$ cat config.mk
export PLATFORM = sky130hd
export DESIGN_NAME = spi_mode2_master
export DESIGN_NICKNAME = d
export VERILOG_FILES = /design/src/rtl/spi_m2_pkg.sv /design/src/rtl/spi_m2_fifo.sv /design/src/rtl/spi_m2_engine.sv /design/src/rtl/spi_mode2_master.sv
export SDC_FILE = /design/constraint.sdc
export NUM_CORES = 1
export LEC_CHECK = 0
export ABC_CLOCK_PERIOD_IN_PS = 3300
export BUFFER_PORTS_ARGS = -buffer_cell sky130_fd_sc_hd__buf_4
export CAP_MARGIN = 10
export CORE_MARGIN = 2
export CORE_UTILIZATION = 24
export DETAILED_ROUTE_END_ITERATION = 6
export GPL_ROUTABILITY_DRIVEN = 0
export GPL_TIMING_DRIVEN = 0
export PLACE_DENSITY = 0.46
export SETUP_SLACK_MARGIN = 0.2
export SYNTH_ARGS = -nofsm -noshare
export SYNTH_HDL_FRONTEND = slang
export SYNTH_SLANG_ARGS = --single-unit
$ cat constraint.sdc
create_clock -name clk -period 3.3 [get_ports clk]
set_input_delay 0 -clock clk [delete_from_list [all_inputs] [get_ports clk]]
set_output_delay 0 -clock clk [all_outputs]
set_load 0.1 [all_outputs]
$ cat src/rtl/spi_m2_pkg.sv
// Shared constants, state type and helper functions for the SPI master.
// Assumes words are at most 16 bits and the divider input is 8 bits wide.
package spi_m2_pkg;

    localparam int unsigned WORD_W  = 16;
    localparam int unsigned LEN_W   = $clog2(WORD_W + 1);
    localparam int unsigned DIV_W   = 8;
    localparam int unsigned MIN_LEN = 4;
    localparam int unsigned MIN_DIV = 2;

    typedef enum logic [2:0] {
        ST_IDLE,
        ST_LEAD,
        ST_HIGH,
        ST_LOW,
        ST_TAIL
    } eng_state_t;

    // Limit a requested word length to the supported range.
    function automatic logic [LEN_W-1:0] clamp_len(input logic [LEN_W-1:0] req);
        if (req < LEN_W'(MIN_LEN)) return LEN_W'(MIN_LEN);
        if (req > LEN_W'(WORD_W))  return LEN_W'(WORD_W);
        return req;
    endfunction

    // Raise a requested divider to the smallest legal half-period.
    function automatic logic [DIV_W-1:0] clamp_div(input logic [DIV_W-1:0] req);
        if (req < DIV_W'(MIN_DIV)) return DIV_W'(MIN_DIV);
        return req;
    endfunction

    // Move a right-justified word of the given length to the top of the shifter.
    function automatic logic [WORD_W-1:0] align_msb(input logic [WORD_W-1:0] w,
                                                    input logic [LEN_W-1:0]  len);
        return w << (LEN_W'(WORD_W) - len);
    endfunction

endpackage

$ cat src/rtl/spi_m2_fifo.sv
// Synchronous show-ahead FIFO. rdata is the head entry whenever empty is 0.
// A push while full or a pop while empty is ignored. Storage is not reset.
module spi_m2_fifo #(
    parameter int unsigned WIDTH = 16,
    parameter int unsigned DEPTH = 8
) (
    input  logic             clk,
    input  logic             rst_n,
    input  logic             push,
    input  logic [WIDTH-1:0] wdata,
    input  logic             pop,
    output logic [WIDTH-1:0] rdata,
    output logic             full,
    output logic             empty
);
    localparam int unsigned AW = (DEPTH > 1) ? $clog2(DEPTH) : 1;
    localparam int unsigned CW = $clog2(DEPTH + 1);

    logic [WIDTH-1:0] mem [DEPTH];
    logic [AW-1:0]    wr_ptr, rd_ptr;
    logic [CW-1:0]    count;
    logic             do_push, do_pop;

    assign full    = (count == CW'(DEPTH));
    assign empty   = (count == '0);
    assign do_push = push && !full;
    assign do_pop  = pop && !empty;
    assign rdata   = mem[rd_ptr];

    // Step a pointer, wrapping at the configured depth.
    function automatic logic [AW-1:0] next_ptr(input logic [AW-1:0] p);
        return (p == AW'(DEPTH - 1)) ? '0 : p + 1'b1;
    endfunction

    // Write storage on an accepted push.
    always_ff @(posedge clk) begin
        if (do_push) mem[wr_ptr] <= wdata;
    end

    // Track pointers and occupancy.
    always_ff @(posedge clk) begin
        if (!rst_n) begin
            wr_ptr <= '0;
            rd_ptr <= '0;
            count  <= '0;
        end else begin
            if (do_push) wr_ptr <= next_ptr(wr_ptr);
            if (do_pop)  rd_ptr <= next_ptr(rd_ptr);
            if (do_push && !do_pop)      count <= count + 1'b1;
            else if (do_pop && !do_push) count <= count - 1'b1;
        end
    end
endmodule

$ cat src/rtl/spi_m2_engine.sv
// Serial engine for clock polarity 1, phase 0.
// Each half-period of SCK lasts div_q system clocks. A frame runs as:
// lead-in half, then high/low halves per bit, then a tail half.
// Word length and divider are captured at frame start.
// Assumes tx_word is valid whenever tx_empty is 0 (show-ahead queue).
module spi_m2_engine
    import spi_m2_pkg::*;
(
    input  logic              clk,
    input  logic              rst_n,
    input  logic              enable,
    input  logic [LEN_W-1:0]  word_len,
    input  logic [DIV_W-1:0]  clk_div,
    input  logic              tx_empty,
    input  logic [WORD_W-1:0] tx_word,
    output logic              tx_pop,
    input  logic              miso,
    output logic              sck,
    output logic              ssel_n,
    output logic              mosi,
    output logic              mosi_oe,
    output logic              busy,
    output logic              rx_push,
    output logic [WORD_W-1:0] rx_word
);
    localparam int unsigned BIT_W = $clog2(WORD_W);

    eng_state_t        state;
    logic [DIV_W-1:0]  cnt, div_q;
    logic [LEN_W-1:0]  len_q;
    logic [BIT_W-1:0]  bits_left;
    logic [WORD_W-1:0] tx_sr, rx_sr, rx_next, chain_word;
    logic              tick, start, chain, sck_q, ssel_q, oe_q, mosi_q;

    assign tick       = (cnt == div_q - 1'b1);
    assign start      = (state == ST_IDLE) && enable && !tx_empty;
    assign chain      = (state == ST_LOW) && tick && (bits_left == '0) && enable && !tx_empty;
    assign tx_pop     = start || chain;
    assign rx_next    = {rx_sr[WORD_W-2:0], miso};
    assign chain_word = align_msb(tx_word, len_q);
    assign busy       = (state != ST_IDLE);
    assign sck        = sck_q;
    assign ssel_n     = ssel_q;
    assign mosi       = mosi_q;
    assign mosi_oe    = oe_q;

    // Half-period timer: restarts at frame start and at every phase boundary.
    always_ff @(posedge clk) begin
        if (!rst_n || state == ST_IDLE || tick) cnt <= '0;
        else                                    cnt <= cnt + 1'b1;
    end

    // Frame sequencer: line levels, shifters and receive hand-off.
    always_ff @(posedge clk) begin
        if (!rst_n) begin
            state     <= ST_IDLE;
            sck_q     <= 1'b1;
            ssel_q    <= 1'b1;
            oe_q      <= 1'b0;
            mosi_q    <= 1'b0;
            len_q     <= LEN_W'(MIN_LEN);
            div_q     <= DIV_W'(MIN_DIV);
            bits_left <= '0;
            tx_sr     <= '0;
            rx_sr     <= '0;
            rx_push   <= 1'b0;
            rx_word   <= '0;
        end else begin
            rx_push <= 1'b0;
            case (state)
                ST_IDLE: if (start) begin
                    ssel_q    <= 1'b0;
                    oe_q      <= 1'b1;
                    len_q     <= clamp_len(word_len);
                    div_q     <= clamp_div(clk_div);
                    tx_sr     <= align_msb(tx_word, clamp_len(word_len));
                    bits_left <= BIT_W'(clamp_len(word_len) - 1'b1);
                    rx_sr     <= '0;
                    state     <= ST_LEAD;
                end
                ST_LEAD: if (tick) begin
                    mosi_q <= tx_sr[WORD_W-1];
                    state  <= ST_HIGH;
                end
                ST_HIGH: if (tick) begin
                    sck_q <= 1'b0;
                    rx_sr <= rx_next;
                    if (bits_left == '0) begin
                        rx_push <= 1'b1;
                        rx_word <= rx_next;
                    end
                    state <= ST_LOW;
                end
                ST_LOW: if (tick) begin
                    sck_q <= 1'b1;
                    if (bits_left != '0) begin
                        bits_left <= bits_left - 1'b1;
                        tx_sr     <= tx_sr << 1;
                        mosi_q    <= tx_sr[WORD_W-2];
                        state     <= ST_HIGH;
                    end else if (chain) begin
                        tx_sr     <= chain_word;
                        mosi_q    <= chain_word[WORD_W-1];
                        bits_left <= BIT_W'(len_q - 1'b1);
                        rx_sr     <= '0;
                        state     <= ST_HIGH;
                    end else begin
                        state <= ST_TAIL;
                    end
                end
                ST_TAIL: if (tick) begin
                    ssel_q <= 1'b1;
                    oe_q   <= 1'b0;
                    state  <= ST_IDLE;
                end
                default: state <= ST_IDLE;
            endcase
        end
    end
endmodule

$ cat src/rtl/spi_mode2_master.sv
// Top level: transmit queue -> serial engine -> receive queue.
// Adds the sticky receive-overrun flag. The MOSI pad is expected to be
// a tri-state buffer driven by mosi and enabled by mosi_oe.
module spi_mode2_master
    import spi_m2_pkg::*;
#(
    parameter int unsigned FIFO_DEPTH = 8
) (
    input  logic              clk,
    input  logic              rst_n,
    input  logic              enable,
    input  logic [LEN_W-1:0]  word_len,
    input  logic [DIV_W-1:0]  clk_div,
    input  logic              tx_push,
    input  logic [WORD_W-1:0] tx_data,
    output logic              tx_full,
    output logic              tx_empty,
    input  logic              rx_pop,
    output logic [WORD_W-1:0] rx_data,
    output logic              rx_full,
    output logic              rx_empty,
    output logic              rx_overrun,
    output logic              sck,
    output logic              ssel_n,
    output logic              mosi,
    output logic              mosi_oe,
    input  logic              miso,
    output logic              busy
);
    logic [WORD_W-1:0] tx_head, rx_word;
    logic              tx_pop, rx_push;

    spi_m2_fifo #(.WIDTH(WORD_W), .DEPTH(FIFO_DEPTH)) u_tx_fifo (
        .clk(clk), .rst_n(rst_n),
        .push(tx_push), .wdata(tx_data),
        .pop(tx_pop), .rdata(tx_head),
        .full(tx_full), .empty(tx_empty)
    );

    spi_m2_engine u_engine (
        .clk(clk), .rst_n(rst_n), .enable(enable),
        .word_len(word_len), .clk_div(clk_div),
        .tx_empty(tx_empty), .tx_word(tx_head), .tx_pop(tx_pop),
        .miso(miso), .sck(sck), .ssel_n(ssel_n),
        .mosi(mosi), .mosi_oe(mosi_oe), .busy(busy),
        .rx_push(rx_push), .rx_word(rx_word)
    );

    spi_m2_fifo #(.WIDTH(WORD_W), .DEPTH(FIFO_DEPTH)) u_rx_fifo (
        .clk(clk), .rst_n(rst_n),
        .push(rx_push), .wdata(rx_word),
        .pop(rx_pop), .rdata(rx_data),
        .full(rx_full), .empty(rx_empty)
    );

    // Sticky overrun: set when a completed word meets a full receive queue.
    always_ff @(posedge clk) begin
        if (!rst_n)                  rx_overrun <= 1'b0;
        else if (rx_push && rx_full) rx_overrun <= 1'b1;
    end
endmodule

==> flow_summary.ini, run 1 <==
[synth]
synthesis.yosys.warnings = 0
synth.distinct_cells = 64
synth_largest_area_cell = sky130_fd_sc_hd__edfxtp_1
synth_area_leaders = sky130_fd_sc_hd__edfxtp_1, sky130_fd_sc_hd__dfxtp_1, sky130_fd_sc_hd__mux4_2
synth.net_count = 1182
post_synth_instance_area_um2 = 15880
synth_edf_count = 256
ys.flop_type = sky130_fd_sc_hd__edfxtp_1
syn-instance-count = 1126
synth_async_sr_flop_share = 0
synthesis.area_per_instance_um2 = 14.10
synth_seq_cells = 363
share_of_yosys_cell_area_claimed_by_the_top_area_cell_type = 0.4840
synth-seq-area-share = 0.6189

[sta]
worstMarginPinSlew_ps = 952.2
layout_worst_path_cycle_share = 0.9021
max_clock_freq_mhz = 335.9
unrepaired_setup_endpoints_after_global_routing = yes
post-route-min-period_ps = 2977
max_transition_margin = 0.3599
finalClockSkew_ps = 12.08
setup-tns-final_ps = 0
setup_viol = 0
hold_viol_final = 0
timing.final.max_slew_violations = 0

[power]
p_leak_nw = 6.568
vdd_drop_max_uv = 422.0
power_per_cell_area_nw_per_um2 = 740.6

[routing]
detail_route.first_pass.iterations = 5
route.antenna.remaining_nets = 0
wl_um = 39990
drt_iter0_drc = 561
drt_drc_violations_left = 0
routed-via-count = 10010
vias_per_cell = 4.585
route.detailed.wl_per_inst_um = 18.32

[cts]
clkLatencyLatePin_ps = 560
path_clk_slew_ps = 60
cts_root_buffer = sky130_fd_sc_hd__clkbuf_16
clock_sinks = 363
cts_inserted_buffers = 39
tritoncts_clock_tree = built
cts-htree-levels = 2
clock_tree.buffer_depth = 3

[setup_path]
list_of_cells_traversed_by_the_critical_path = nor4_4 -> a21oi_2 -> nor4_4 -> nand4_1 -> a21o_4 -> ha_4 -> inv_4 -> ha_4 -> a21o_1 -> a21oi_2 -> xnor2_1 -> or3_1 -> a21oi_1
critPathBufInv = 1
timing.critical_path.slowest_stage_cell = sky130_fd_sc_hd__dfxtp_1
critical_path.reg2reg.startpoint = u_engine.div_q[3]
critical-path-top-delay-family = simple AND/OR/NAND/NOR gates
critPathKind = register to register
critPathCaptureType = register
peak_fanout_along_the_critical_path = 6
worstSetupStartpoint = u_engine.div_q[3]
max_stage_delay_ps = 390
timing.critical_path.required_ps = 3780
timing.critical_path.arrival_ps = 3460
cp-start-kind = register

[job]
max_cap_viol_count = 0

[global_routing]
grtUsageTotal = 0.1185
grt_pass1_wl_um = 62260
grt_antenna_before_repair = 1
grt.overflow.total = 0
pin_count_of_the_biggest_net_entering_global_routing = 15
grt_pass1_vias = 10390

[hold_path]
worstHoldStart = word_len[3]
timing.hold.worst.class = input port to register

[placement]
port_buffers = 59
placedCellCount = 2075
detailedPlacementHpwl_um = 28230

[floorplanning]
rows = 94
dieArea_um2 = 68250
floorplan.core_area_um2 = 65630
die_x_um = 261.2
floorplan.io_pins = 61
die_h_um = 261.2
effective_utilization_at_floorplan = 0.2420

[finish]
final_cells = 2183
syn_to_final_growth_pct = 24.30
nets = 1343
post_route_cells_drive_above_1_share = 0.2640

[outcome]
run_status = finished, final reports clean
[synth_stat cells (6+ instances only)]
master	n
sky130_fd_sc_hd__nand2_1	89
sky130_fd_sc_hd__nor3_1	31
sky130_fd_sc_hd__a211oi_1	13
sky130_fd_sc_hd__inv_1	17
sky130_fd_sc_hd__a221oi_1	7
sky130_fd_sc_hd__mux2_2	25
sky130_fd_sc_hd__nor3b_1	7
sky130_fd_sc_hd__ha_1	19
sky130_fd_sc_hd__nand3_1	17
sky130_fd_sc_hd__a21oi_1	43
sky130_fd_sc_hd__buf_1	13
sky130_fd_sc_hd__o211ai_1	7
sky130_fd_sc_hd__nor2_1	96
sky130_fd_sc_hd__edfxtp_1	256
sky130_fd_sc_hd__nor4_1	14
sky130_fd_sc_hd__dfxtp_1	107
sky130_fd_sc_hd__nand2b_1	8
sky130_fd_sc_hd__xnor2_1	16
sky130_fd_sc_hd__mux2i_1	67
sky130_fd_sc_hd__a31oi_1	7
sky130_fd_sc_hd__xor2_1	12
sky130_fd_sc_hd__mux4_2	78
sky130_fd_sc_hd__o22ai_1	10
sky130_fd_sc_hd__o21ai_0	21
sky130_fd_sc_hd__and3_1	10
sky130_fd_sc_hd__buf_2	6
sky130_fd_sc_hd__clkbuf_1	45
[per-layer routing]
layer	wire length, um	share of wire	global-route usage
met1	17680	0.44	0.1493
met2	19880	0.50	0.2075
met3	1579	0.039	0.02168
met4	833	0.021	0.03346
met5	16	0.00040	0
[path summary, 6_finish.rpt]
path / slack, ps / to / cells past startpoint
setup / recovery: 320 / u_tx_fifo.count[3] / 13
setup reg to reg: 320 / u_tx_fifo.count[3] / 13
hold / removal: 60 / u_engine.len_q[2] / 4
hold reg to reg: 470 / u_engine.rx_sr[14] / 2
[tightest hold or removal path, delay by kind of cell]
| family | cells | cell delay (ps) |
|---|---|---|
| AO/OA/AOI/OAI | 1 | 90 |
| buffers and inverters | 1 | 100 |
| AND/OR/NAND/NOR | 2 | 370 |
[area by class of cell]
type / instances / area, um^2
Clock inverter: 19 / 217.7
Inverter: 19 / 75.07
Fill cell: 6626 / 45890
Timing Repair Buffer: 121 / 1069
Sequential cell: 363 / 9849
Clock buffer: 53 / 1059
Tap cell: 864 / 1081
Antenna cell: 1 / 2.502
Buffer: 65 / 335.3
Multi-Input combinational cell: 678 / 6053
[cells by family (layout without fill, tap and decap cells)]
| kind of cell | after synthesis | after routing | share of synthesized area |
|---|---|---|---|
| AOI/OAI and AO/OA | 159 | 159 | 0.06909 |
| xor gates and xnor gates | 28 | 28 | 0.01544 |
| adders and majority gates | 21 | 21 | 0.01749 |
| buffers and inverters | 85 | 277 | 0.02127 |
| DFF | 363 | 363 | 0.6189 |
| muxes | 170 | 170 | 0.1706 |
| other | 0 | 1 | 0 |
| and+or+nand+nor | 300 | 300 | 0.08721 |
[placed cells by master, fill, tap and decap left out, types with 21 or more instances in the layout]
| master | Yosys | layout |
|---|---|---|
| sky130_fd_sc_hd__edfxtp_1 | 256 | 256 |
| sky130_fd_sc_hd__dfxtp_1 | 107 | 99 |
| sky130_fd_sc_hd__nor2_1 | 96 | 94 |
| sky130_fd_sc_hd__nand2_1 | 89 | 88 |
| sky130_fd_sc_hd__mux4_2 | 78 | 78 |
| sky130_fd_sc_hd__buf_4 | 1 | 74 |
| sky130_fd_sc_hd__mux2i_1 | 67 | 52 |
| sky130_fd_sc_hd__clkbuf_1 | 45 | 43 |
| sky130_fd_sc_hd__a21oi_1 | 43 | 40 |
| sky130_fd_sc_hd__clkbuf_16 | 0 | 39 |
| sky130_fd_sc_hd__dlygate4sd3_1 | 0 | 31 |
| sky130_fd_sc_hd__nor3_1 | 31 | 25 |
| sky130_fd_sc_hd__mux2_2 | 25 | 25 |
| sky130_fd_sc_hd__o21ai_0 | 21 | 21 |
[repair_timing]
action / 4_1_cts / 5_1_grt
setup endpoints to repair: 46 / 30
cloned: 0 / 0
setup buffers: 4 / 1
hold endpoints to repair: 150 / 0
pin swaps: 3 / 4
hold buffers: 31 / 0
resized for setup: 43 / 28
[report_power, final]
| part | switching, mW | total [mW] | internal [mW] |
|---|---|---|---|
| logic | 2.95 | 4.83 | 1.88 |
| clock network | 1.84 | 4.35 | 2.52 |
| registers | 0.268 | 5.43 | 5.17 |
| total | 5.06 | 14.6 | 9.57 |
[per-stage QoR]
stage	total power [mW]	util	setup slack, ps	instance area (um^2)	hold slack [ps]
after global routing	15.34	0.3008	178.9	19740	57.51
final	14.62	0.3008	323.2	19740	55.77
after CTS	14.69	0.2991	198.1	19630	16.29
after global placement	10.06	0.2673	-1954	17540	235.2
after floorplan	8.938	-	81.49	16020	98.87
after detailed placement	10.12	0.2727	-740.0	17900	232.7
[state kept, by name (all words and copies together) (netlist names), 5 cells and up, named ones only]
signal,count
u_engine.cnt,8
u_engine.div_q,8
u_engine.len_q,5
u_engine.rx_sr,15
u_engine.rx_word,16
u_engine.tx_sr,16
u_rx_fifo.mem,128
u_tx_fifo.mem,128
(Power assumes the default switching activity.)
==> run 2: changes to the inputs <==
--- a/config.mk
+++ b/config.mk
@@ -14,6 +14,7 @@
 export GPL_ROUTABILITY_DRIVEN = 0
 export GPL_TIMING_DRIVEN = 0
 export PLACE_DENSITY = 0.46
+export RECOVER_POWER = 100
 export SETUP_SLACK_MARGIN = 0.2
 export SYNTH_ARGS = -nofsm -noshare
 export SYNTH_HDL_FRONTEND = slang
==> flow_summary.ini, run 2 (same netlist as run 1, synthesis figures left out) <==
[power]
vdd_drop_max_uv = 418.2
power_per_cell_area_nw_per_um2 = 748.1
p_leak_nw = 6.345

[cts]
cts_root_buffer = sky130_fd_sc_hd__clkbuf_16
cts_inserted_buffers = 39
cts-htree-levels = 2
clkLatencyLatePin_ps = 570
tritoncts_clock_tree = built
clock_tree.buffer_depth = 3
clock_sinks = 363
path_clk_slew_ps = 60

[sta]
worstMarginPinSlew_ps = 1532
unrepaired_setup_endpoints_after_global_routing = yes
max_transition_margin = -0.03541
post-route-min-period_ps = 3008
hold_ws_ps = 52.61
setup_viol = 0
timing.final.max_slew_violations = 8
finalClockSkew_ps = 13.79
max_clock_freq_mhz = 332.4
layout_worst_path_cycle_share = 0.9116
setup-tns-final_ps = 0
hold_viol_final = 0

[global_routing]
grtUsageTotal = 0.1185
grt_antenna_before_repair = 1
grt_pass1_wl_um = 62260
grt_pass1_vias = 10390
grt.overflow.total = 0
pin_count_of_the_biggest_net_entering_global_routing = 15

[placement]
detailedPlacementHpwl_um = 28230
port_buffers = 59

[floorplanning]
floorplan.io_pins = 61
dieArea_um2 = 68250
die_x_um = 261.2
die_h_um = 261.2
rows = 94
floorplan.core_area_um2 = 65630
effective_utilization_at_floorplan = 0.2420

[finish]
syn_to_final_growth_pct = 21.89
antenna_cells = 0
mostFrequentLayoutCell = sky130_fd_sc_hd__edfxtp_1
reg.largest.list = u_rx_fifo.mem x128, u_tx_fifo.mem x128
post_route_cells_drive_above_1_share = 0.2140
nets = 1343
area.sequential_um2 = 9849
multi_input_comb_area_um2 = 5948
final_cell_mix = sky130_fd_sc_hd__edfxtp_1, sky130_fd_sc_hd__dfxtp_1, sky130_fd_sc_hd__nor2_1
fillers = 6686

[routing]
route.antenna.remaining_nets = 0
drt_drc_violations_left = 0
drt_iter0_drc = 568
detail_route.first_pass.iterations = 5
route.detailed.wl_per_inst_um = 18.34
routed-via-count = 9989
wl_um = 40010
vias_per_cell = 4.578

[setup_path]
cp-start-kind = register
critical_path.reg2reg.startpoint = u_engine.div_q[0]
timing.critical_path.required_ps = 3780
critPathCaptureType = register
critPathKind = register to register
timing.critical_path.arrival_ps = 3490
worstSetupStartpoint = u_engine.div_q[0]
peak_fanout_along_the_critical_path = 6

[hold_path]
worstHoldStart = word_len[3]
timing.hold.worst.class = input port to register

[job]
max_cap_viol_count = 3

[outcome]
run_status = complete, but fails checks
violations = capacitance limit, slew limit
==> run 2: cell count changes in the layout (fill, tap and decap cells not counted), moves of 3 or more <==
| cell | delta |
|---|---|
| sky130_fd_sc_hd__nor3_1 | +6 |
| sky130_fd_sc_hd__buf_4 | -53 |
| sky130_fd_sc_hd__nor3b_1 | +3 |
| sky130_fd_sc_hd__clkbuf_2 | +24 |
| sky130_fd_sc_hd__nor3b_2 | -3 |
| sky130_fd_sc_hd__buf_1 | -3 |
| sky130_fd_sc_hd__nor3_2 | -6 |
| sky130_fd_sc_hd__buf_6 | -11 |
| sky130_fd_sc_hd__clkbuf_1 | +47 |
==> run 2: worst paths after layout <==
path / endpoint / slack, ps / cells past startpoint
setup / recovery: u_tx_fifo.count[3] / 290 / 15
hold / removal: u_engine.len_q[2] / 50 / 4
hold reg to reg: u_engine.rx_sr[14] / 470 / 2
setup reg to reg: u_tx_fifo.count[3] / 290 / 15
==> run 2: power by group <==
| part | switching [mW] | internal (mW) | total, mW | leakage (nW) |
|---|---|---|---|---|
| logic | 2.94 | 1.75 | 4.69 | 2.52 |
| clock network | 1.85 | 2.52 | 4.36 | 0.616 |
| registers | 0.259 | 5.17 | 5.43 | 3.21 |
| total | 5.04 | 9.44 | 14.5 | 6.34 |
==> run 2: metrics by stage <==
step           setup slack (ps)  instances  area [um^2]  power, mW    util
5_1_grt                   98.67       2182        19360      15.19  0.2950
3_5_place_dp             -740.0       2075        17900      10.12  0.2727
2_1_floorplan             81.49       1126        16020      8.938       -
4_1_cts                   198.1       2182        19630      14.69  0.2991
3_3_place_gp              -1954       2049        17540      10.06  0.2673
6_report                  291.7       2182        19360      14.48  0.2950
==> run 2: final cells by class <==
class | instances | area share
multi-input combinational | 678 | 0.3073
clock inverter | 19 | 0.01125
tap | 864 | 0.05585
timing repair buffer | 121 | 0.04098
buffer | 65 | 0.01726
clock buffer | 53 | 0.05468
sequential | 363 | 0.5088
inverter | 19 | 0.003878
==> run 2: layer usage <==
layer  up-vias  GRT usage  share of wire
li1       4688          -              -
met1      5042     0.1493           0.44
met2       197     0.2075           0.49
met3        60    0.02168          0.040
met4         2    0.03346          0.021
met5         -          0        0.00040
==> run 2: repair_timing <==
action / CTS / global route
resized for setup: 43 / 28
setup buffers: 4 / 1
endpoints found under the setup margin: 46 / 30
pin swaps: 3 / 4
hold buffers: 31 / 0
cloned: 0 / 0
endpoints found under the hold margin: 150 / 0
==> run 2: worst max-delay path, cell delays in order, from the launching register on <==
cell                       delay [ps]
sky130_fd_sc_hd__dfxtp_4          370
sky130_fd_sc_hd__inv_1             70
sky130_fd_sc_hd__ha_4             180
sky130_fd_sc_hd__o21ba_2          190
sky130_fd_sc_hd__a221oi_1         320
sky130_fd_sc_hd__a41o_1           150
sky130_fd_sc_hd__nand4_1          100
sky130_fd_sc_hd__a21o_4           260
sky130_fd_sc_hd__ha_4             170
sky130_fd_sc_hd__inv_4             80
sky130_fd_sc_hd__ha_4             190
sky130_fd_sc_hd__a21o_1           160
sky130_fd_sc_hd__a21oi_2          120
sky130_fd_sc_hd__xnor2_1          100
sky130_fd_sc_hd__or3_1            350
sky130_fd_sc_hd__a21oi_1          120
